===== src/rtl/flash_pm_pkg.sv =====
package flash_pm_pkg;

    typedef enum logic [1:0] {
        PH_RUN     = 2'd0,
        PH_HOLD    = 2'd1,
        PH_RECOVER = 2'd2
    } pm_phase_e;

    typedef struct packed {
        logic abort;      // single-cycle abort to engine
        logic cmd_clear;  // single-cycle return to array read
        logic hold_busy;  // keep ready low during embedded-case reset
        logic int_done;   // internal reset interval complete
    } rst_ctl_t;

    function automatic int unsigned ns_to_cycles(input int unsigned ns,
                                                 input int unsigned period_ns);
        return (ns + period_ns - 1) / period_ns;
    endfunction

    function automatic int unsigned max_u(input int unsigned a, input int unsigned b);
        return (a > b) ? a : b;
    endfunction

endpackage


===== src/rtl/pm_sync.sv =====
module pm_sync #(
    parameter int unsigned W = 1,
    parameter logic [W-1:0] RST_VAL = '0
) (
    input  logic         clk,
    input  logic         rst,
    input  logic [W-1:0] d,
    output logic [W-1:0] q
);
    logic [W-1:0] stage1;
    logic [W-1:0] stage2;

    always_ff @(posedge clk) begin
        if (rst) begin
            stage1 <= RST_VAL;
            stage2 <= RST_VAL;
        end else begin
            stage1 <= d;
            stage2 <= stage1;
        end
    end

    assign q = stage2;
endmodule


===== src/rtl/pm_reset_seq.sv =====
module pm_reset_seq
    import flash_pm_pkg::*;
#(
    parameter int unsigned T_RP         = 4,
    parameter int unsigned T_READY_BUSY = 20,
    parameter int unsigned T_READY_IDLE = 6,
    parameter int unsigned T_RH         = 3
) (
    input  logic      clk,
    input  logic      rst,
    input  logic      pin_ok,       // synchronised reset pin, high = released
    input  logic      engine_busy,
    output pm_phase_e phase,
    output rst_ctl_t  ctl
);
    localparam int unsigned LOW_W = $clog2(T_RP + 1);
    localparam int unsigned RH_W  = $clog2(T_RH + 1);
    localparam int unsigned TMR_W = $clog2(max_u(T_READY_BUSY, T_READY_IDLE) + 1);
    localparam logic [LOW_W-1:0] LOW_LAST  = LOW_W'(T_RP - 1);
    localparam logic [RH_W-1:0]  RH_LAST   = RH_W'(T_RH - 1);
    localparam logic [TMR_W-1:0] BUSY_LAST = TMR_W'(T_READY_BUSY - 1);
    localparam logic [TMR_W-1:0] IDLE_LAST = TMR_W'(T_READY_IDLE - 1);

    pm_phase_e        phase_q;
    logic [LOW_W-1:0] low_cnt;
    logic [RH_W-1:0]  rh_cnt;
    logic [TMR_W-1:0] tmr;
    logic             busy_case;
    logic             int_done;
    logic             abort_q;
    logic             clr_q;
    logic [TMR_W-1:0] tmr_last;

    assign tmr_last = busy_case ? BUSY_LAST : IDLE_LAST;

    always_ff @(posedge clk) begin
        if (rst) begin
            phase_q   <= PH_RUN;
            low_cnt   <= '0;
            rh_cnt    <= '0;
            tmr       <= '0;
            busy_case <= 1'b0;
            int_done  <= 1'b1;
            abort_q   <= 1'b0;
            clr_q     <= 1'b0;
        end else begin
            abort_q <= 1'b0;
            clr_q   <= 1'b0;
            case (phase_q)
                PH_RUN: begin
                    // pulse-width qualification
                    if (!pin_ok) begin
                        if (low_cnt == LOW_LAST) begin
                            phase_q   <= PH_HOLD;
                            low_cnt   <= '0;
                            abort_q   <= engine_busy;
                            clr_q     <= 1'b1;
                            busy_case <= engine_busy;
                            tmr       <= '0;
                            int_done  <= 1'b0;
                        end else begin
                            low_cnt <= low_cnt + 1'b1;
                        end
                    end else begin
                        low_cnt <= '0;
                    end
                end
                PH_HOLD: begin
                    if (pin_ok) begin
                        phase_q <= PH_RECOVER;
                        rh_cnt  <= '0;
                    end
                end
                PH_RECOVER: begin
                    // recovery after pin release and internal interval
                    if (!pin_ok) begin
                        phase_q <= PH_HOLD;
                    end else if (rh_cnt == RH_LAST && int_done) begin
                        phase_q <= PH_RUN;
                    end else if (rh_cnt != RH_LAST) begin
                        rh_cnt <= rh_cnt + 1'b1;
                    end
                end
                default: phase_q <= PH_RUN;
            endcase

            if (phase_q != PH_RUN && !int_done) begin
                if (tmr == tmr_last) begin
                    int_done <= 1'b1;
                end else begin
                    tmr <= tmr + 1'b1;
                end
            end
        end
    end

    assign phase         = phase_q;
    assign ctl.abort     = abort_q;
    assign ctl.cmd_clear = clr_q;
    assign ctl.hold_busy = (phase_q != PH_RUN) && busy_case && !int_done;
    assign ctl.int_done  = int_done;

    // a released pin never moves the block out of normal operation
    assert_no_entry_on_high_R2: assert property (@(posedge clk) disable iff (rst)
        (phase_q == PH_RUN && pin_ok) |=> (phase_q == PH_RUN));

    // abort and clear are single-cycle pulses
    assert_abort_single_R3: assert property (@(posedge clk) disable iff (rst)
        abort_q |=> !abort_q);
    assert_clear_single_R3: assert property (@(posedge clk) disable iff (rst)
        clr_q |=> !clr_q);

    // normal operation never resumes with the internal reset pending
    assert_run_after_internal_R7: assert property (@(posedge clk) disable iff (rst)
        (phase_q == PH_RUN) |-> int_done);
endmodule


===== src/rtl/pm_access_timer.sv =====
module pm_access_timer #(
    parameter int unsigned AW      = 20,
    parameter int unsigned T_ACC   = 5,
    parameter int unsigned T_SLEEP = 8
) (
    input  logic          clk,
    input  logic          rst,
    input  logic [AW-1:0] addr_s,
    output logic          acc_ok,
    output logic          sleep,
    output logic          addr_chg
);
    localparam int unsigned CNT_W = $clog2(T_SLEEP + 1);
    localparam logic [CNT_W-1:0] ACC_LIM   = CNT_W'(T_ACC);
    localparam logic [CNT_W-1:0] SLEEP_LIM = CNT_W'(T_SLEEP);

    logic [AW-1:0]    addr_prev;
    logic [CNT_W-1:0] stable_cnt;

    assign addr_chg = (addr_s != addr_prev);

    always_ff @(posedge clk) begin
        if (rst) begin
            addr_prev  <= '0;
            stable_cnt <= '0;
        end else begin
            addr_prev <= addr_s;
            if (addr_chg) begin
                stable_cnt <= '0;
            end else if (stable_cnt != SLEEP_LIM) begin
                stable_cnt <= stable_cnt + 1'b1;
            end
        end
    end

    assign acc_ok = (stable_cnt >= ACC_LIM);
    assign sleep  = (stable_cnt == SLEEP_LIM);

    // any change wakes the device and invalidates the read
    assert_wake_on_change_R11: assert property (@(posedge clk) disable iff (rst)
        addr_chg |=> (!sleep && !acc_ok));

    // sleeping data is always valid data
    assert_sleep_keeps_data_R10: assert property (@(posedge clk) disable iff (rst)
        sleep |-> acc_ok);
endmodule


===== src/rtl/flash_pm_ctrl.sv =====
module flash_pm_ctrl
    import flash_pm_pkg::*;
#(
    parameter int unsigned ADDR_W          = 20,
    parameter int unsigned T_RP            = 4,
    parameter int unsigned T_READY_BUSY    = 20,
    parameter int unsigned T_READY_IDLE    = 6,
    parameter int unsigned T_RH            = 3,
    parameter int unsigned T_ACC           = 5,
    parameter int unsigned CLK_NS          = 10,
    parameter int unsigned SLEEP_MARGIN_NS = 30
) (
    input  logic              clk,
    input  logic              rst,
    input  logic              rst_pin_n,
    input  logic              cs_n,
    input  logic              we_n,
    input  logic              oe_n,
    input  logic [ADDR_W-1:0] addr,
    input  logic              engine_busy,
    output logic              ready,
    output logic              engine_abort,
    output logic              cmd_clear,
    output logic              dout_en,
    output logic              cmd_accept,
    output logic              read_ready,
    output logic              sleep_active,
    output logic              standby_active
);
    localparam int unsigned T_SLEEP = T_ACC + ns_to_cycles(SLEEP_MARGIN_NS, CLK_NS);

    logic              pin_s;
    logic [ADDR_W-1:0] addr_s;
    pm_phase_e         phase;
    rst_ctl_t          ctl;
    logic              acc_ok;
    logic              sleep;
    logic              addr_chg;
    logic              run;
    logic              standby_q;

    pm_sync #(.W(1), .RST_VAL(1'b1)) u_pin_sync (
        .clk(clk), .rst(rst), .d(rst_pin_n), .q(pin_s)
    );

    pm_sync #(.W(ADDR_W), .RST_VAL('0)) u_addr_sync (
        .clk(clk), .rst(rst), .d(addr), .q(addr_s)
    );

    pm_reset_seq #(
        .T_RP(T_RP), .T_READY_BUSY(T_READY_BUSY),
        .T_READY_IDLE(T_READY_IDLE), .T_RH(T_RH)
    ) u_rst_seq (
        .clk(clk), .rst(rst), .pin_ok(pin_s), .engine_busy(engine_busy),
        .phase(phase), .ctl(ctl)
    );

    pm_access_timer #(.AW(ADDR_W), .T_ACC(T_ACC), .T_SLEEP(T_SLEEP)) u_acc (
        .clk(clk), .rst(rst), .addr_s(addr_s),
        .acc_ok(acc_ok), .sleep(sleep), .addr_chg(addr_chg)
    );

    assign run = (phase == PH_RUN);

    // standby only when deselected, released and idle
    always_ff @(posedge clk) begin
        if (rst) begin
            standby_q <= 1'b0;
        end else begin
            standby_q <= run && cs_n && pin_s && !engine_busy;
        end
    end

    assign ready          = !engine_busy && !ctl.hold_busy;
    assign engine_abort   = ctl.abort;
    assign cmd_clear      = ctl.cmd_clear;
    assign dout_en        = run && !cs_n && !oe_n;
    assign cmd_accept     = run && !cs_n && !we_n;
    assign read_ready     = run && acc_ok;
    assign sleep_active   = sleep;
    assign standby_active = standby_q;

    // never standby in the cycle after the engine was busy
    assert_no_standby_busy_R9: assert property (@(posedge clk) disable iff (rst)
        $past(engine_busy) |-> !standby_active);

    // reset phases keep drivers off and commands blocked
    assert_quiet_in_reset_R4: assert property (@(posedge clk) disable iff (rst)
        (phase != PH_RUN) |-> (!dout_en && !cmd_accept && !read_ready));

    // standby with deselect keeps outputs in high impedance
    assert_standby_hiz_R8: assert property (@(posedge clk) disable iff (rst)
        (standby_active && cs_n) |-> !dout_en);

    // the engine is only told to abort while the controller enters reset
    assert_abort_on_entry_R3: assert property (@(posedge clk) disable iff (rst)
        engine_abort |-> (phase == PH_HOLD && cmd_clear));
endmodule


===== config.mk =====
export PLATFORM = sky130hd
export DESIGN_NAME = flash_pm_ctrl
export DESIGN_NICKNAME = d
export VERILOG_FILES = /design/src/rtl/flash_pm_pkg.sv /design/src/rtl/pm_sync.sv /design/src/rtl/pm_reset_seq.sv /design/src/rtl/pm_access_timer.sv /design/src/rtl/flash_pm_ctrl.sv
export SDC_FILE = /design/constraint.sdc
export NUM_CORES = 1
export LEC_CHECK = 0
export BUFFER_PORTS_ARGS = -buffer_cell sky130_fd_sc_hd__buf_2
export CORE_MARGIN = 1
export CORE_UTILIZATION = 54
export CTS_BUF_LIST = sky130_fd_sc_hd__clkbuf_8
export CTS_CLUSTER_SIZE = 24
export DETAILED_ROUTE_END_ITERATION = 8
export PLACE_DENSITY_LB_ADDON = 0.12
export SLEW_MARGIN = 20
export SYNTH_ARGS = -nofsm -noshare
export SYNTH_HDL_FRONTEND = slang
export SYNTH_SLANG_ARGS = --single-unit

===== constraint.sdc =====
create_clock -name clk -period 1.54 [get_ports clk]
set_input_delay 0.077 -clock clk [delete_from_list [all_inputs] [get_ports clk]]
set_output_delay 0.077 -clock clk [all_outputs]
set_load 0.02 [all_outputs]

# Word level (Yosys, flattened, before mapping)
# Cells that the tools add are included.
# classes
bitwise_logic	3
n_mux	25
n_reduce_logical	27
n_addsub	4
order_cmp	1
n_eq_ne	16
# op_table
cell	n
$mux W5	6
$ne A20 B20 Y1	1
$mux W2	9
$logic_and A1 B1 Y1	12
$ne A2 B2 Y1 const B	5
$logic_not A1 Y1	6
$mux W1	6
$mux W3	2
$pmux W2 S3	1
$add A5 B1 Y5 const B	1
$eq A5 B5 Y1	1
$reduce_and A5 Y1	1
$add A4 B1 Y4 const B	1
$eq A2 B2 Y1 const B	2
$eq A4 B4 Y1 const B	1
$ge A4 B3 Y1 const B	1
$ne A2 B1 Y1 const B	2
$ne A4 B4 Y1 const B	1
$pmux W2 S2	1
$reduce_and A4 Y1	1
$reduce_bool A2 Y1	2
$reduce_or A4 Y1	1
$add A3 B1 Y3 const B	1
$eq A3 B2 Y1 const B	1
other kinds (8)	10
# totals
elab_cells	91
inputBits	27
output_inout_bits	8
reg_bits	83

# Longest topological paths before layout
# Gate-level depths: netlist (run 1).
# depth
depth_word	6
mapped_depth	6
depth_no_buf	6

# Cells and area by module
# A second synthesis (run 1) with hierarchy kept.
# unflattened
cells_unflattened	275
hier_area_um2	3057.9
# by_module_without_submodules
mod	n_inst	area_each_um2	seq_area_each_um2	cells_each
pm_sync at u_addr_sync	1	1156.1	800.8	84
pm_access_timer	1	998.5	480.5	94
pm_reset_seq	1	794.5	320.3	86
flash_pm_ctrl	1	56.3	20.0	7
pm_sync at u_pin_sync	1	52.6	40.0	4

# Worst setup path before layout (run 1)
# Ideal clock, no wire load.
# synth_timing
path_kind	register -> register
start	reg u_rst_seq.busy_case
end	reg u_rst_seq.tmr[3]
required_ps	1483
setup_time_ps	57
synth_period_minus_slack_ps	1647
t_arrival_ps	1589
path_buffers	0
slack_ps	-107
path_stages_with_launch	5
path_cell_list	dfxtp_1 -> or4b_4 -> a2111o_1 -> a21oi_2 -> a22o_2
# synth_between
elab_chain_cells	4
# synth_lines
element	line	rtl
start: declaration	pm_reset_seq.sv:28	logic busy_case;
start signal: assignment	pm_reset_seq.sv:58	busy_case <= engine_busy;
$mux W5	pm_reset_seq.sv:34	assign tmr_last = busy_case ? BUSY_LAST : IDLE_LAST;
$eq A5 B5 Y1	pm_reset_seq.sv:88	if (tmr == tmr_last) begin
$mux W5	pm_reset_seq.sv:88	
$mux W5	pm_reset_seq.sv:87	if (phase_q != PH_RUN && !int_done) begin
end signal: assignment	pm_reset_seq.sv:91	tmr <= tmr + 1'b1;
end: declaration	pm_reset_seq.sv:27	logic [TMR_W-1:0] tmr;
# Every way passes these cells.
# A chain may end at the register's enable or synchronous reset.

# Worst setup path after layout (run 1)
# layout_timing
start	reg u_rst_seq.tmr[4]
end	reg u_rst_seq.tmr[3]
# layout_between
elab_chain_cells	3
# layout_lines
element	line
$eq A5 B5 Y1	pm_reset_seq.sv:88
$mux W5	pm_reset_seq.sv:88
$mux W5	pm_reset_seq.sv:87
# Every way passes these cells.

==> results of run 1 <==
path summary, 6_finish.rpt:
check,startpoint,depth (start not counted),to
max reg2reg,u_rst_seq.tmr[4],5,u_rst_seq.tmr[3]
max,u_rst_seq.tmr[4],5,u_rst_seq.tmr[3]
min,rst,2,u_rst_seq.busy_case
min reg2reg,u_pin_sync.stage1,1,u_pin_sync.q
worst max-delay path, stage by stage (launching register included):
cell and delay (ns):
dfxtp_2 0.33, or4b_4 0.54, buf_4 0.16, a211oi_4 0.27
nor3_1 0.08, a22o_2 0.21
registers in the layout, summed over array words and instances, names as in the netlist, 2 cells and up:
| register | flops |
|---|---|
| u_addr_sync.stage1 | 20 |
| u_acc.addr_prev | 20 |
| u_rst_seq.low_cnt | 3 |
| u_rst_seq.rh_cnt | 2 |
| u_rst_seq.phase | 2 |
| u_addr_sync.q | 20 |
| u_acc.stable_cnt | 4 |
| u_rst_seq.tmr | 5 |
layout by cell type (no fill, tap or decap), types with 3 or more instances in the layout:
cell type      Yosys  final
a2111oi_0          3      3
a21oi_1            8      6
buf_2              1     29
buf_4              0     20
buf_6              0      6
clkbuf_8           0     10
dfxtp_1           83     75
dfxtp_2            0      7
dlygate4sd3_1      0     23
ha_1               6      4
inv_1              8      6
nand2_1            6      6
nand3_1            5      5
nor2_1            12      9
nor2b_1           62     62
nor3_1             7      5
nor4_1             7      5
or2_2              4      3
xnor2_1            4      4
xor2_1            20     20
final cells by class:
cell class                 count  area (um^2)
timing repair buffer          79          613
inverter                       8         30.0
sequential                    83         1670
clock inverter                 6         71.3
multi-input combinational    177         1310
tap                           70         87.6
fill                         356         1250
clock buffer                  10          138
through the flow:
| stage | TNS (ns) | area, um^2 | power [uW] |
|---|---|---|---|
| global placement | -0.399 | 3290 | 2480 |
| detailed placement | -0.552 | 3290 | 2490 |
| floorplan | -0.222 | 2950 | 2410 |
| global route | -1.20 | 3920 | 4270 |
| CTS | -0.511 | 3770 | 4100 |
| finish | -0.718 | 3920 | 4100 |
layer usage:
metal  track usage (%)  wire length (um)  vias to the layer above
li1                  -                 -                     1080
met1              22.4              2410                      928
met2              31.6              2650                       33
met3              4.76               125                       13
met4              10.9               132                        0
met5                 0                 0                        -
cells by family after synthesis:
kind of cell	after synthesis	synth area share, %
simple gates	117	23.7
fa+ha+maj	6	2.57
xor+xnor	24	7.19
mux	1	0.342
flops	83	56.8
buf+inv	20	2.61
compound gates	29	6.80
timing repair:
action	CTS	global route
buffers inserted	1	5
gates cloned	0	0
hold buffers	23	0
endpoints found under the hold margin	23	0
pin swaps	4	10
resized for setup	12	31
setup endpoints to repair	13	19
report_power, final:
part,internal (uW),switching [uW],total [uW]
Sequential,2210,25.2,2240
Clock,807,786,1590
Combinational,153,114,267
Total,3170,925,4100
==> impl.org, run 1 <==
** Drt
- Average wire per standard cell :: 12.3 um
- Detailed router's first-iteration violation count :: 81
- Average via count per standard cell :: 4.74
- For this run, the detailed router's first-pass iteration total came to 4.
- Count of nets left with antenna violations after detail routing :: 0
- In the routed design, unresolved DRC markers number 0.
- The routed layout has 2054 vias.
- After detailed routing, the total wire length is 5320 um.

** Floorplanning
- The die covers 0.00571 mm^2.
- In this run the horizontal extent of the chip is about 76 um.
- 35 I/O pins were placed.
- After floorplanning, the core was divided into 26 placement rows.
- The initial utilization of the core area, before any placement, comes to 56.5%.
- The die is 75.6 um tall.
- The total area inside the core boundary comes to 0.00517 mm^2.

** Clock tree
- TritonCTS built the clock tree.
- Worst-case clock buffer depth :: 2
- The number of clock buffers added by TritonCTS is 9.
- After clock tree synthesis, the clock-pin slew on the worst setup and hold paths is approximately 0.08 ns.
- Clock tree root driver cell :: clkbuf_8
- The clock net in this run drives a total of just over 80 sinks.
- Clock Latency Late Sink :: 0.34 ns
- The clock tree synthesis step divided the H-tree into 3 levels.

** Critical path
- Capturing element type of the critical path :: register
- Element type at the critical path start :: register
- Critical-path maximum fanout :: 5
- The setup path with the least slack is of type register to register.
- For the worst setup path, the data required time is 1.78 ns.
- Worst reg2reg setup slack :: -0.15 ns
- Data on the critical path arrives at its endpoint at 1.93 ns.

** Placed design
- Post-Place Setup Slack :: -0.154 ns
- HPWL Detailed :: between 3000 and 4000 um
- The congestion estimate from routability-driven global placement came to ~0.80.
- Port-buffer cells :: 34
- Once placement completed, the tool counted placed cells totaling just under 400.

** Global route
- The first global-routing pass estimated around 7900 um of wire.
- The initial antenna violation count was 0.
- Global-route congestion overflow total :: 0
- Overall fraction of global-route tracks in use :: 19.0%
- Vias in the first global route :: 1819
- Largest net degree at the start of global routing :: 38

** Synthesis
- The number of different library cells used by synthesis comes to 39.
- Number of flip-flops and latches in the synthesized netlist :: 83
- After synthesis the cells add up to 0.00292 mm^2.
- Top post-synthesis cells by area :: dfxtp_1, nor2b_1, xor2_1, ha_1, nor2_1
- Library cell with the largest summed area after synthesis :: dfxtp_1
- A synthesized cell averages 10.4 um^2.
- The number of nets in the synthesized netlist is between 300 and 400.
- Of the post-synthesis cell area, the dominant cell type holds between 50% and 60%.
- Yosys mapped a number of flops with a built-in enable equal to 0.
- Yosys instantiated no cell more often than dfxtp_1.
- Counting flops with an async set or reset pin after synthesis yields a share of 0%.
- Post-synth top cells :: dfxtp_1, nor2b_1, xor2_1
- Sequential cells were found to cover a little under three fifths of the synthesized design area.
- Yosys printed 0 warnings.
- Primary flip-flop cell chosen by synthesis mapping :: dfxtp_1
- After technology mapping, the gate count stands at 280.

** Timing
- F_max :: 593 MHz
- On the final layout, the worst hold slack is approximately 0.083 ns.
- For the finished layout, the period the worst path requires is 1.69 ns.
- Count of final hold-check violations :: 0
- Slack of the critical path :: -0.146 ns
- Setup repair after global routing missed its margin :: yes
- Clock skew on the completed layout was measured at roughly 0.0074 ns.
- For the pin with the worst max-slew slack, the measured transition is 0.408 ns.
- Slew Viols, Final :: 0
- Setup violations remaining at the end of the flow were counted as 9.
- The worst pin sits at a relative slew slack of slightly above 70%.
- Post-route clock period utilization :: 109%

** Cells and area
- The repair_antennas step left the layout with diodes totalling 0.
- Utilization of the core after routing :: 75.8%
- Count of placed standard cells in the final layout, fillers left out :: around 430
- In the final design database the tool counted between 300 and 400 nets.
- Fraction of layout cells with a size suffix above 1 :: 29.5%
- The area growth from synthesis to layout is 34.0%.

** Job
- Across the run, the number of max-cap violations was 0.

** Min path
- Min-delay worst type :: input pin to register

** Power
- VDD sags by at most 0.892 mV.
- Lkg Pwr :: 0.00169 uW
- For this design the ratio of total power to cell area is roughly 1000 mW/mm^2.

** Outcome
- The flow ran to the end, but the final reports show violations.
- Failing checks :: negative setup slack
(Power assumes the default switching activity.)
==> run 2, diff against run 1 <==
--- a/config.mk
+++ b/config.mk
@@ -9,8 +9,10 @@
 export CORE_MARGIN = 1
 export CORE_UTILIZATION = 54
 export CTS_BUF_LIST = sky130_fd_sc_hd__clkbuf_8
+export CTS_CLUSTER_DIAMETER = 40
 export CTS_CLUSTER_SIZE = 24
 export DETAILED_ROUTE_END_ITERATION = 8
+export HOLD_SLACK_MARGIN = 0.15
 export PLACE_DENSITY_LB_ADDON = 0.12
 export SLEW_MARGIN = 20
 export SYNTH_ARGS = -nofsm -noshare
==> impl.org, run 2 (synthesis gave the netlist of run 1 again) <==
** Power
- Lkg Pwr :: 0.00171 uW (was 0.00169 uW)
- The maximum vdd drop was 0.895 mV (was 0.892 mV).
- PD cells :: 1040 mW/mm^2 (was 1050 mW/mm^2)

** Timing
- The final critical-path setup slack was -0.149 ns (was -0.146 ns).
- The final hold violation count is 0 (unchanged).
- Tmin final :: 1.69 ns (about the same)
- The slew of the pin with the lowest slew margin was 0.408 ns (about the same).
- Slew Viols, Final :: 0 (unchanged)
- Setup repair after global routing missed its margin: yes (unchanged).
- The worst hold margin came to 0.411 ns (was 0.0827 ns).
- The final clock period utilization by the worst path came to 110% (was 109%).
- The final number of setup-violating endpoints was 8 (was 9).
- Skew final :: 0.00679 ns (was 0.00738 ns)
- Slew Limit Headroom :: 72.1% (about the same)
- The timing-limited maximum frequency came to 592 MHz (was 593 MHz).

** Cells and area
- Commonest cells after routing, fill and taps aside :: dfxtp_1, nor2b_1, buf_2 (unchanged)
- The proportion of layout cells with a drive suffix above 1 came to 29.5% (about the same).
- Most common library cell in the layout ignoring fill and taps :: dfxtp_1 (unchanged)
- Antenna diode count :: 0 (unchanged)
- Area overhead of the layout relative to synthesis :: 35.2% (was 34.0%)
- The filler cell count came to 341 (was 356).
- Post-layout net count :: 394 (was 391)

** Drt
- Count of nets left with antenna violations after detail routing :: 0 (unchanged)
- The number of detailed-routing iterations run before antenna repair came to 4 (unchanged).
- Final routed DRC violation total :: 0 (unchanged)
- The number of DRC markers in iteration 0 was 75 (was 81).
- The per-cell routed wire length was 12.7 um (was 12.3 um).
- Average via count per standard cell :: 4.82 (was 4.74)
- Total Wirelength :: 5530 um (was 5320 um)
- The number of vias after detailed routing is 2103 (was 2054).

** Clock tree
- The clock latency reported for the late side of the worst-skew pair is 0.34 ns (about the same).
- TritonCTS clock tree :: done (unchanged)
- The clock tree buffer depth is 2 (unchanged).
- TritonCTS buffer count :: 9 (unchanged)
- Number of H-tree levels :: 3 (unchanged)
- Clock-pin slew reported for the worst setup and hold paths after clock tree synthesis :: 0.08 ns (about the same)
- The count of clock tree sinks was 83 (unchanged).
- The clock root buffer master is clkbuf_8 (unchanged).

** Floorplanning
- Core Footprint :: 0.00517 mm^2 (unchanged)
- The row count was 26 (unchanged).
- The die height is 75.6 um (unchanged).
- Initial Utilization :: 56.5% (unchanged)
- Die area :: 0.00571 mm^2 (unchanged)
- Number of I/O pins :: 35 (unchanged)
- Die W :: 75.6 um (unchanged)

** Critical path
- Capturing element type of the critical path :: register (unchanged)
- The first element of the critical path is u_rst_seq.tmr[4] (unchanged).
- Capture point of the worst reg-to-reg path :: u_rst_seq.tmr[3] (unchanged)
- Worst reg2reg path depth :: 5 (unchanged)
- Crit path arrival time :: 1.93 ns (about the same)
- The maximum fanout count along the critical path came to 5 (unchanged).
- The end of the critical path was u_rst_seq.tmr[3] (unchanged).
- The class of the most critical setup path is register to register (unchanged).
- Req. time, crit path :: 1.78 ns (about the same)
- Launch instance of the worst register-to-register path :: u_rst_seq.tmr[4] (unchanged)
- Element type at the critical path start :: register (unchanged)
- Worst reg2reg setup slack :: -0.15 ns (about the same)

** Outcome
- Outcome: finished with violations (unchanged).
- Failing checks :: negative setup slack (unchanged)

** Placed design
- The final estimated routing congestion in global placement was 0.802 (unchanged).
- The half-perimeter wire length after detailed placement came to 3120 um (unchanged).
- Port-buffer cells :: 34 (unchanged)
- The worst slack at placement came to -0.154 ns (unchanged).

** Global route
- Wire length of the first global-routing pass :: 8300 um (was 7890 um)
- Overall fraction of global-route tracks in use :: 20.0% (was 19.0%)
- The global-route congestion overflow total is 0 (unchanged).
- The number of global-route vias before repair came to 1940 (was 1819).
- The pin count of the biggest net entering global routing is 38 (unchanged).
- The initial antenna violation count is 0 (unchanged).

** Min path
- Min-delay worst type :: register to register (was input pin to register)
- Hold Path Depth :: 1 (was 2)

** Job
- The max-cap check violation count was 0 (unchanged).
[run 2: worst min path at each step]
| stage | from | endpoint | slack [ns] |
|---|---|---|---|
| after floorplan | engine_busy | standby_active | 0.15 |
| after global routing | u_pin_sync.stage1 | u_pin_sync.q | 0.43 |
| after detailed placement | rst_pin_n | u_pin_sync.stage1 | 0.26 |
| final | u_pin_sync.stage1 | u_pin_sync.q | 0.41 |
| after CTS | u_pin_sync.stage1 | u_pin_sync.q | 0.41 |
| after global placement | rst_pin_n | u_pin_sync.stage1 | 0.26 |
[run 2: area by class of cell]
class	count	area [um^2]	area share, %
clock buffers	10	138	3.48
clock inverters	6	71.3	1.80
inverters	8	30.0	0.759
multi-input cells	177	1310	33.1
flip-flops and latches	83	1670	42.3
well taps	70	87.6	2.22
repair buffers	82	643	16.3
[run 2: where the power goes]
part	internal, uW	switching [uW]
clock	807	789
sequential	2210	26.5
combinational	157	117
[run 2: per-layer routing]
metal | up-vias | global-route usage, % | wire (um)
met2 | 37 | 33.8 | 2820
met5 | - | 0 | 0
li1 | 1089 | - | -
met3 | 15 | 5.03 | 148
met1 | 962 | 22.8 | 2420
met4 | 0 | 12.6 | 145
[run 2: timing repair]
action                                  4_1_cts  5_1_grt
pin swaps                                     4       10
endpoints found under the hold margin        28        0
hold buffers                                 26        0
cloned                                        0        0
endpoints found under the setup margin       13       19
buffers inserted                              1        5
resized for setup                            12       32
[run 2: worst max-delay path, cell delays in order, from the launching register on]
cell,delay [ns]
dfxtp_2,0.33
or4b_4,0.54
buf_4,0.16
a211oi_4,0.27
nor3_1,0.08
a22o_2,0.21
[run 2: stage by stage]
stage          power [uW]  instances  setup TNS (ns)  utilization [%]  area (um^2)
2_1_floorplan        2410        280          -0.222                -         2950
3_3_place_gp         2480        388          -0.399             63.6         3290
3_5_place_dp         2490        388          -0.552             63.6         3290
4_1_cts              4100        431          -0.511             73.5         3800
5_1_grt              4280        436           -1.14             76.4         3950
6_report             4110        436          -0.662             76.4         3950
